$ cat src/rtl/dmawd_pkg.sv
package dmawd_pkg;
   typedef enum logic [1:0] {
      VERD_EARLY   = 2'd0,
      VERD_FAULT   = 2'd1,
      VERD_EXTEND  = 2'd2,
      VERD_UNKNOWN = 2'd3
   } verdict_e;
endpackage

$ cat src/rtl/dmawd_sync.sv
module dmawd_sync #(
   parameter int STAT_W = 8,
   parameter int STAGES = 0
) (
   input  logic              clk,
   input  logic              rst_n,
   input  logic [STAT_W-1:0] d_i,
   output logic [STAT_W-1:0] q_o
);
   initial begin
      assert (STAGES >= 0 && STAGES <= 4) else $error("STAGES out of range");
   end

   generate
      if (STAGES == 0) begin : g_bypass
         assign q_o = d_i;
      end else begin : g_chain
         logic [STAT_W-1:0] stg_q [STAGES];
         for (genvar i = 0; i < STAGES; i++) begin : g_stage
            always_ff @(posedge clk or negedge rst_n) begin
               if (!rst_n)      stg_q[i] <= '0;
               else if (i == 0) stg_q[i] <= d_i;
               else             stg_q[i] <= stg_q[(i > 0) ? i-1 : 0];
            end
         end
         assign q_o = stg_q[STAGES-1];
      end
   endgenerate
endmodule

$ cat src/rtl/dmawd_classify.sv
module dmawd_classify
   import dmawd_pkg::*;
#(
   parameter int STAT_W   = 8,
   parameter int BIT_ACT  = 0,
   parameter int BIT_ERR  = 1,
   parameter int BIT_IRQ  = 2,
   parameter int BIT_PR_A = 3,
   parameter int BIT_PR_B = 4
) (
   input  logic [STAT_W-1:0] stat_i,
   output verdict_e          verdict_o
);
   initial begin
      assert (STAT_W > BIT_ACT && STAT_W > BIT_ERR && STAT_W > BIT_IRQ &&
              STAT_W > BIT_PR_A && STAT_W > BIT_PR_B)
         else $error("status bit position beyond STAT_W");
   end

   logic early_pair;
   logic unused_bits;
   assign early_pair  = stat_i[BIT_PR_A] & stat_i[BIT_PR_B];
   assign unused_bits = ^stat_i;

   always_comb begin
      if (early_pair)                            verdict_o = VERD_EARLY;
      else if (stat_i[BIT_ERR])                  verdict_o = VERD_FAULT;
      else if (stat_i[BIT_ACT] | stat_i[BIT_IRQ]) verdict_o = VERD_EXTEND;
      else                                       verdict_o = VERD_UNKNOWN;
   end
endmodule

$ cat src/rtl/dmawd_timer.sv
module dmawd_timer #(
   parameter int CNT_W = 8
) (
   input  logic             clk,
   input  logic             rst_n,
   input  logic             clr_i,
   input  logic             load_i,
   input  logic [CNT_W-1:0] load_val_i,
   input  logic             run_i,
   output logic             expired_o
);
   logic [CNT_W-1:0] cnt_q;

   always_ff @(posedge clk or negedge rst_n) begin
      if (!rst_n)                        cnt_q <= '0;
      else if (clr_i)                    cnt_q <= '0;
      else if (load_i)                   cnt_q <= load_val_i;
      else if (run_i && cnt_q != '0)     cnt_q <= cnt_q - 1'b1;
   end

   assign expired_o = run_i && (cnt_q == '0);

   // an armed timer steps down by one each edge until it expires
   a_r2_count_down: assert property (@(posedge clk) disable iff (!rst_n)
      (run_i && !load_i && !clr_i && cnt_q != '0) |=> (cnt_q == $past(cnt_q) - 1'b1));
endmodule

$ cat src/rtl/dmawd_ctrl.sv
module dmawd_ctrl
   import dmawd_pkg::*;
#(
   parameter int CNT_W = 8,
   parameter logic [CNT_W-1:0] LONG_LD  = '1,
   parameter logic [CNT_W-1:0] SHORT_LD = '1
) (
   input  logic             clk,
   input  logic             rst_n,
   input  logic             start_i,
   input  logic             cancel_i,
   input  logic             expired_i,
   input  verdict_e         verdict_i,
   output logic             armed_o,
   output logic             clr_o,
   output logic             load_o,
   output logic [CNT_W-1:0] load_val_o,
   output logic             err_o,
   output logic             bus_rst_o,
   output logic             pio_retry_o
);
   logic armed_q, ride_q;
   logic armed_d, ride_d;
   logic f_err, f_rst, f_pio;
   logic err_q, rst_q, pio_q;

   always_comb begin
      armed_d    = armed_q;
      ride_d     = ride_q;
      load_o     = 1'b0;
      load_val_o = LONG_LD;
      f_err      = 1'b0;
      f_rst      = 1'b0;
      f_pio      = 1'b0;
      if (cancel_i) begin
         armed_d = 1'b0;
         ride_d  = 1'b0;
      end else if (start_i) begin
         armed_d = 1'b1;
         ride_d  = 1'b1;
         load_o  = 1'b1;
      end else if (expired_i) begin
         if (!ride_q) begin
            f_err   = 1'b1;
            f_pio   = 1'b1;
            armed_d = 1'b0;
         end else begin
            unique case (verdict_i)
               VERD_EARLY: begin
                  load_o     = 1'b1;
                  load_val_o = SHORT_LD;
               end
               VERD_EXTEND: begin
                  load_o     = 1'b1;
                  load_val_o = SHORT_LD;
                  ride_d     = 1'b0;
               end
               VERD_FAULT: begin
                  f_err   = 1'b1;
                  armed_d = 1'b0;
                  ride_d  = 1'b0;
               end
               default: begin
                  f_rst   = 1'b1;
                  armed_d = 1'b0;
                  ride_d  = 1'b0;
               end
            endcase
         end
      end
   end

   always_ff @(posedge clk or negedge rst_n) begin
      if (!rst_n) begin
         armed_q <= 1'b0;
         ride_q  <= 1'b0;
         err_q   <= 1'b0;
         rst_q   <= 1'b0;
         pio_q   <= 1'b0;
      end else begin
         armed_q <= armed_d;
         ride_q  <= ride_d;
         err_q   <= f_err;
         rst_q   <= f_rst;
         pio_q   <= f_pio;
      end
   end

   assign armed_o     = armed_q;
   assign clr_o       = cancel_i;
   assign err_o       = err_q;
   assign bus_rst_o   = rst_q;
   assign pio_retry_o = pio_q;

   // a final outcome only follows a spent extension
   a_r7_final_after_spent: assert property (@(posedge clk) disable iff (!rst_n)
      pio_q |-> !$past(ride_q));
   // the PIO retry always travels with the error
   a_r7_pio_with_err: assert property (@(posedge clk) disable iff (!rst_n)
      pio_q |-> err_q);
   // a plain fault needs the extension still in hand
   a_r4_fault_had_ride: assert property (@(posedge clk) disable iff (!rst_n)
      (err_q && !pio_q) |-> $past(ride_q));
   // a bus reset request never coincides with an error
   a_r6_reset_alone: assert property (@(posedge clk) disable iff (!rst_n)
      rst_q |-> !err_q);
   // nothing follows a cancel
   a_r8_cancel_quiet: assert property (@(posedge clk) disable iff (!rst_n)
      cancel_i |=> !(err_q || rst_q || pio_q));
   // outcomes last one cycle
   a_r9_single_pulse: assert property (@(posedge clk) disable iff (!rst_n)
      (err_q || rst_q) |=> !(err_q || rst_q));
endmodule

$ cat src/rtl/dma_wdog.sv
module dma_wdog
   import dmawd_pkg::*;
#(
   parameter int CMD_WAIT    = 1000,
   parameter int STAT_W      = 8,
   parameter int SYNC_STAGES = 0
) (
   input  logic              clk,
   input  logic              rst_n,
   input  logic              start_i,
   input  logic              cancel_i,
   input  logic [STAT_W-1:0] dma_stat_i,
   output logic              err_o,
   output logic              bus_rst_o,
   output logic              pio_retry_o
);
   localparam int CNT_W = $clog2(2 * CMD_WAIT);
   localparam logic [CNT_W-1:0] LONG_LD  = CNT_W'(2 * CMD_WAIT - 1);
   localparam logic [CNT_W-1:0] SHORT_LD = CNT_W'(CMD_WAIT - 1);

   initial begin
      assert (CMD_WAIT >= 2) else $error("CMD_WAIT must be at least 2");
      assert (STAT_W >= 5)   else $error("STAT_W must hold bits 0..4");
   end

   logic [STAT_W-1:0] stat_s;
   verdict_e          verdict;
   logic              armed, clr, load, expired;
   logic [CNT_W-1:0]  load_val;

   dmawd_sync #(.STAT_W(STAT_W), .STAGES(SYNC_STAGES)) u_sync (
      .clk(clk), .rst_n(rst_n), .d_i(dma_stat_i), .q_o(stat_s));

   dmawd_classify #(.STAT_W(STAT_W)) u_cls (
      .stat_i(stat_s), .verdict_o(verdict));

   dmawd_timer #(.CNT_W(CNT_W)) u_tmr (
      .clk(clk), .rst_n(rst_n), .clr_i(clr), .load_i(load),
      .load_val_i(load_val), .run_i(armed), .expired_o(expired));

   dmawd_ctrl #(.CNT_W(CNT_W), .LONG_LD(LONG_LD), .SHORT_LD(SHORT_LD)) u_ctl (
      .clk(clk), .rst_n(rst_n), .start_i(start_i), .cancel_i(cancel_i),
      .expired_i(expired), .verdict_i(verdict), .armed_o(armed),
      .clr_o(clr), .load_o(load), .load_val_o(load_val),
      .err_o(err_o), .bus_rst_o(bus_rst_o), .pio_retry_o(pio_retry_o));

   // no outcome while disarmed and not expiring
   a_r1_idle_quiet: assert property (@(posedge clk) disable iff (!rst_n)
      (!armed && !start_i) |=> !(err_o || bus_rst_o || pio_retry_o));
endmodule

$ cat config.mk
export PLATFORM = sky130hd
export DESIGN_NAME = dma_wdog
export DESIGN_NICKNAME = d
export VERILOG_FILES = /design/src/rtl/dmawd_pkg.sv /design/src/rtl/dmawd_sync.sv /design/src/rtl/dmawd_classify.sv /design/src/rtl/dmawd_timer.sv /design/src/rtl/dmawd_ctrl.sv /design/src/rtl/dma_wdog.sv
export SDC_FILE = /design/constraint.sdc
export NUM_CORES = 1
export LEC_CHECK = 0
export BUFFER_PORTS_ARGS = -buffer_cell sky130_fd_sc_hd__buf_4
export CORE_MARGIN = 2
export CORE_UTILIZATION = 45
export CTS_CLUSTER_SIZE = 40
export DETAILED_ROUTE_END_ITERATION = 8
export GPL_TIMING_DRIVEN = 0
export HOLD_SLACK_MARGIN = 0.1
export PLACE_DENSITY_LB_ADDON = 0.25
export SETUP_SLACK_MARGIN = 0.15
export SYNTH_ARGS = -nofsm -noshare
export SYNTH_HDL_FRONTEND = slang
export SYNTH_SLANG_ARGS = --single-unit
$ cat constraint.sdc
create_clock -name clk -period 2.5 [get_ports clk]
set_clock_uncertainty 0.15 [all_clocks]
set_input_delay 0.375 -clock clk [delete_from_list [all_inputs] [get_ports clk]]
set_output_delay 0.375 -clock clk [all_outputs]
set_load 0.1 [all_outputs]
# Word-level counts from Yosys, hierarchy flattened
# Index checks and enable logic that the tools add are counted.
dict set report classes {
  addsub 1
  eq_ne 3
  muxes 39
  bitwise 2
  reduce_logical 10
}
# operator count
set ops {}
lappend ops {{two-way mux 11 bit} 7}
lappend ops {{two-way mux 1 bit} 30}
lappend ops {{zero test 11 bit} 1}
lappend ops {{nonzero test 11 bit} 1}
lappend ops {{subtractor 11 x 1 -> 11 bit, second input constant} 1}
lappend ops {{nonzero test 3 bit} 2}
lappend ops {{two-way mux 2 bit} 2}
lappend ops {{!= test 4 bit, second input constant} 1}
lappend ops {{OR reduction 3 bit} 1}
lappend ops {{== test 2 x 1 -> 1 bit, second input constant} 1}
lappend ops {{== test 2 bit, second input constant} 1}
lappend ops {{logical AND 1 bit} 2}
lappend ops {{zero test 2 bit} 1}
lappend ops {{AND reduction 2 bit} 1}
lappend ops {{OR reduction 2 bit} 1}
lappend ops {{bitwise AND 1 bit} 1}
lappend ops {{OR 1 bit} 1}
dict set report word_totals {
  register_bits 16
  out_inout_bits 3
  word_cells 61
}

# Longest topological paths before layout
dict set report logic_depth {
  depth_word 13
  mapped_depth 7
}

# Modules after synthesis
# A second synthesis with hierarchy kept.
dict set report unflattened {
  hier_cells 127
  area_unflattened_um2 1137.3
}
# module instances cells_each area_each_um2 seq_area_each_um2
set modules_own_cells {}
lappend modules_own_cells {dmawd_timer 1 81 740.7 275.3}
lappend modules_own_cells {dmawd_ctrl 1 35 312.8 125.1}
lappend modules_own_cells {dmawd_sync 1 8 60.1 0.0}
lappend modules_own_cells {dmawd_classify 1 3 23.8 0.0}

# Worst setup path before layout
# No wires, ideal clock.
dict set report synth_path {
  path_type {register to register}
  startpoint {register u_tmr.cnt_q[7]}
  endpoint {register u_tmr.cnt_q[10]}
  setup_ns 0.118
  arrival_time_ns 2.124
  path_slack_ns 0.108
  stages_incl_launch_ff 7
  period_less_slack_ns 2.392
  cell_sequence {dfrtp_1 > or4_1 > buf_2 > or4_4 > o32ai_4 > a21oi_1 > o2bb2a_4}
}
dict set report synth_between {
  elab_chain_cells 7
  word_cells_on_any_way 14
  classes_between {add/sub (1); mux (8); reduce/logical (5)}
}
# element line_no
set synth_rtl {}
lappend synth_rtl {{start: declaration} dmawd_timer.sv:12} ;# logic [CNT_W-1:0] cnt_q;
lappend synth_rtl {{start signal: assignment} dmawd_timer.sv:17} ;# else if (load_i) cnt_q <= load_val_i;
lappend synth_rtl {{start signal: assignment} dmawd_timer.sv:18} ;# else if (run_i && cnt_q != '0) cnt_q <= cnt_q - 1'b1;
lappend synth_rtl {{branches (longest 7 deep; another with subtractor 11 x 1 -> 11 bit)} n/a}
# Several ways; the timed one is not identified. The select of a mux whose other input is x is not followed.
# A chain may end at the register's enable or synchronous reset.

# Worst setup path after layout
dict set report layout_path {
  startpoint {register u_tmr.cnt_q[7]}
  endpoint {register u_tmr.cnt_q[1]}
}
dict set report layout_between {
  elab_chain_cells 7
  word_cells_on_any_way 12
  classes_between {mux (7); reduce/logical (5)}
}
# element line_no
set layout_rtl {}
lappend layout_rtl {{zero test 11 bit} dmawd_timer.sv:21} ;# assign expired_o = run_i && (cnt_q == '0);
lappend layout_rtl {{logical AND 1 bit} dmawd_timer.sv:21}
lappend layout_rtl {{two-way mux 1 bit} dmawd_ctrl.sv:42} ;# end else if (expired_i) begin
lappend layout_rtl {{two-way mux 1 bit} dmawd_ctrl.sv:38} ;# end else if (start_i) begin
lappend layout_rtl {{two-way mux 1 bit} dmawd_ctrl.sv:35} ;# if (cancel_i) begin
lappend layout_rtl {{two-way mux 11 bit} dmawd_timer.sv:17}
lappend layout_rtl {{two-way mux 11 bit} dmawd_timer.sv:16} ;# else if (clr_i) cnt_q <= '0;
# Several ways; a longest one is shown, not always the timed one.

==> impl_metrics.tcl <==
set metrics [dict create \
    h-tree-depth 1 \
    synth_fp_nets 120 \
    synth_area_um2 978.4 \
    synthTopCellsByCount "dfrtp_1 (16), nor2_1 (12), nand2_1 (10)" \
    yosysTopAreaCell "dfrtp_1" \
    drc 0 \
    cts_tree "built" \
    routabilityCongestion 0.8692 \
    antenna_found_initial 0 \
    grt_start_max_net_pins 17 \
    cts.clk_slew.worst_paths_ns 0.09 \
    die_h_um 50.63 \
    grt_pass1_vias 830 \
    synth_top_area_share_pct 40.92 \
    cp_slowest_cell "or4_4" \
    clockBufferDepth 2 \
    whs_ns 0.1821 \
    slowest_delay_ns 0.54 \
    seqCellArea_um2 400.4 \
    wl_met3_um 74 \
    wl_per_cell_um 14.62 \
    start_util_pct 48.87 \
    synth_edf_count 0 \
    portBuffers 10 \
    multi_input_area_um2 583.1 \
    antenna_left 0 \
    routed.top_layer "met4" \
    path_common_cell "or4_4" \
    critical_path_required_ns 2.54 \
    coreArea_um2 2002 \
    grt_overflow 0 \
    power-per-cell-area_nw_per_um2 519.4 \
    post-route-min-period_ns 2.391 \
    yosysUniqueCellTypes 37 \
    fmax_ghz 0.4182 \
    slew_violations 0 \
    wl_met1_um 1085 \
    critPathCaptureType "flip-flop" \
    finalHoldViolCount 0 \
    vias 903 \
    hold_class "primary input to flip-flop" \
    grt_pass1_wl_um 3801 \
    path_max_fanout 7 \
    crit_chain "or4_4, buf_6, or4_4, o32ai_4, nor2_2, a22o_1" \
    async_flop_share_pct 100.0 \
    clkSinkCount 16 \
    setup_tns_ns 0 \
    final.period_utilization_pct 95.65 \
    drt_first_iter_violations 25 \
    die-area_um2 2563 \
    n_antenna_cell 0 \
    rsz0062_at_grt "yes" \
    dr_wl_met2_um 1157 \
    critical_path_class "flip-flop to flip-flop" \
    start_kind "flip-flop" \
    synth-seq-area-share_pct 40.92 \
    die_w_um 50.63 \
    syn_inst 106 \
    numCtsBuffers 3 \
    via_per_inst 5.644 \
    fin_util_pct 63.50 \
    drive_gt1_share_pct 31.58 \
    ios 15 \
    ys_warn_count 0 \
    nFillCells 178 \
    clk_latency_ns 0.29 \
    synth.area.top_cells "dfrtp_1 (41%), nor2_1 (4.6%), a21oi_1 (4.1%)" \
    ys_dominant_reg_cell "dfrtp_1" \
    dp_hpwl_um 1548 \
    peakVddDrop_v 0.0003697 \
    status "complete, no violations" \
    synthesis.area_per_instance_um2 9.231 \
    nets 148 \
    yosysMostFrequentCell "dfrtp_1" \
    row_count 16 \
    max_cap_viol_count 0 \
    ys_ff_latch 16 \
    setup_viol 0 \
    cts-root-buf "clkbuf_4" \
    dpl-instance-area_um2 1096 \
    areaGrowthSynthToFinish_pct 29.92 \
    grt.total_usage_pct 19.76 \
    slew_headroom_pct 62.19 \
    p_leak_nw 0.5556 \
    final_area_um2 1271 \
    drt_first_pass_iters 4 \
    worst_pin_slew_ns 0.5672 \
    finalWirelength_um 2339 \
    critPathArrivalTime_ns 2.43 \
]
[per-layer routing]
layer	up-vias	global-route usage, %
met5	-	0
met4	0	6.757
met3	3	2.679
met2	16	32.46
met1	440	26.64
li1	444	-
[stage by stage]
step / std cells / setup slack (ns) / total power (W)
global route: 160 / 0.02497 / 0.0007018
detailed placement: 143 / -0.06787 / 0.0004550
floorplan: 106 / 0.1593 / 0.0004137
CTS: 153 / 0.07058 / 0.0006445
global placement: 143 / -0.04257 / 0.0004502
finish: 160 / 0.1088 / 0.0006602
[state kept, by name, indices dropped and copies added, names as in the netlist]
name	cells
u_ctl.ride_q	1
u_ctl.err_o	1
u_ctl.bus_rst_o	1
u_ctl.armed_o	1
u_tmr.cnt_q	11
u_ctl.pio_retry_o	1
[final cells by class]
class	count	area share [%]
buffer	4	1.870
inverter	5	1.476
sequential	16	31.50
timing repair buffer	23	13.78
clock buffer	4	2.854
multi-input combinational	81	45.87
tap	27	2.657
[path summary, 6_finish.rpt]
kind / endpoint / depth (start not counted) / startpoint / slack (ns)
setup reg to reg: u_tmr.cnt_q[1] / 6 / u_tmr.cnt_q[7] / 0.11
min in group asynchronous: u_ctl.err_o / 2 / rst_n / 0.31
setup / recovery: u_tmr.cnt_q[1] / 6 / u_tmr.cnt_q[7] / 0.11
max in group asynchronous: u_tmr.cnt_q[3] / 2 / rst_n / 1.70
hold / removal: u_ctl.bus_rst_o / 4 / dma_stat_i[0] / 0.18
hold reg to reg: u_ctl.pio_retry_o / 1 / u_ctl.ride_q / 0.36
[report_power, final]
part | switching [W] | total, W | internal [W]
logic | 0.000101 | 0.000187 | 0.0000866
registers | 0.0000211 | 0.000299 | 0.000278
clock network | 0.0000850 | 0.000174 | 0.0000888
[worst max-delay path: cells and delay by family (launching register included)]
family,cells,cell delay (ns)
buffers and inverters,1,0.15
and+or+nand+nor,3,1.15
DFF,1,0.40
AOI/OAI and AO/OA,2,0.46
[cell families (layout without fill, tap and decap cells)]
logic type               count (synthesis)  after routing  synth area share, %
AND/OR/NAND/NOR                         46             46                25.83
AO/OA/AOI/OAI                           33             33                26.98
flip-flops                              16             16                40.92
buffers and inverters                    9             36                3.709
adder cells (fa/ha/maj)                  2              2                2.557
[what timing repair did]
item	4_1_cts	5_1_grt
setup endpoints to repair	9	9
endpoints found under the hold margin	16	0
hold buffers	1	0
setup buffers	5	7
resized for setup	4	3
pin swaps	6	5
[cells in the final DEF (no fill, tap or decap), types with 3 or more instances in the layout]
master | netlist | layout
dfrtp_1 | 16 | 16
o21ai_0 | 3 | 3
nand3_1 | 3 | 3
a21oi_1 | 8 | 6
clkbuf_4 | 0 | 3
nor2_1 | 12 | 12
nand2b_1 | 3 | 3
nor3_1 | 4 | 4
a31oi_1 | 4 | 4
buf_4 | 0 | 22
nand2_1 | 10 | 9
inv_1 | 5 | 5
No activity file was read; power rests on OpenSTA's default activity.
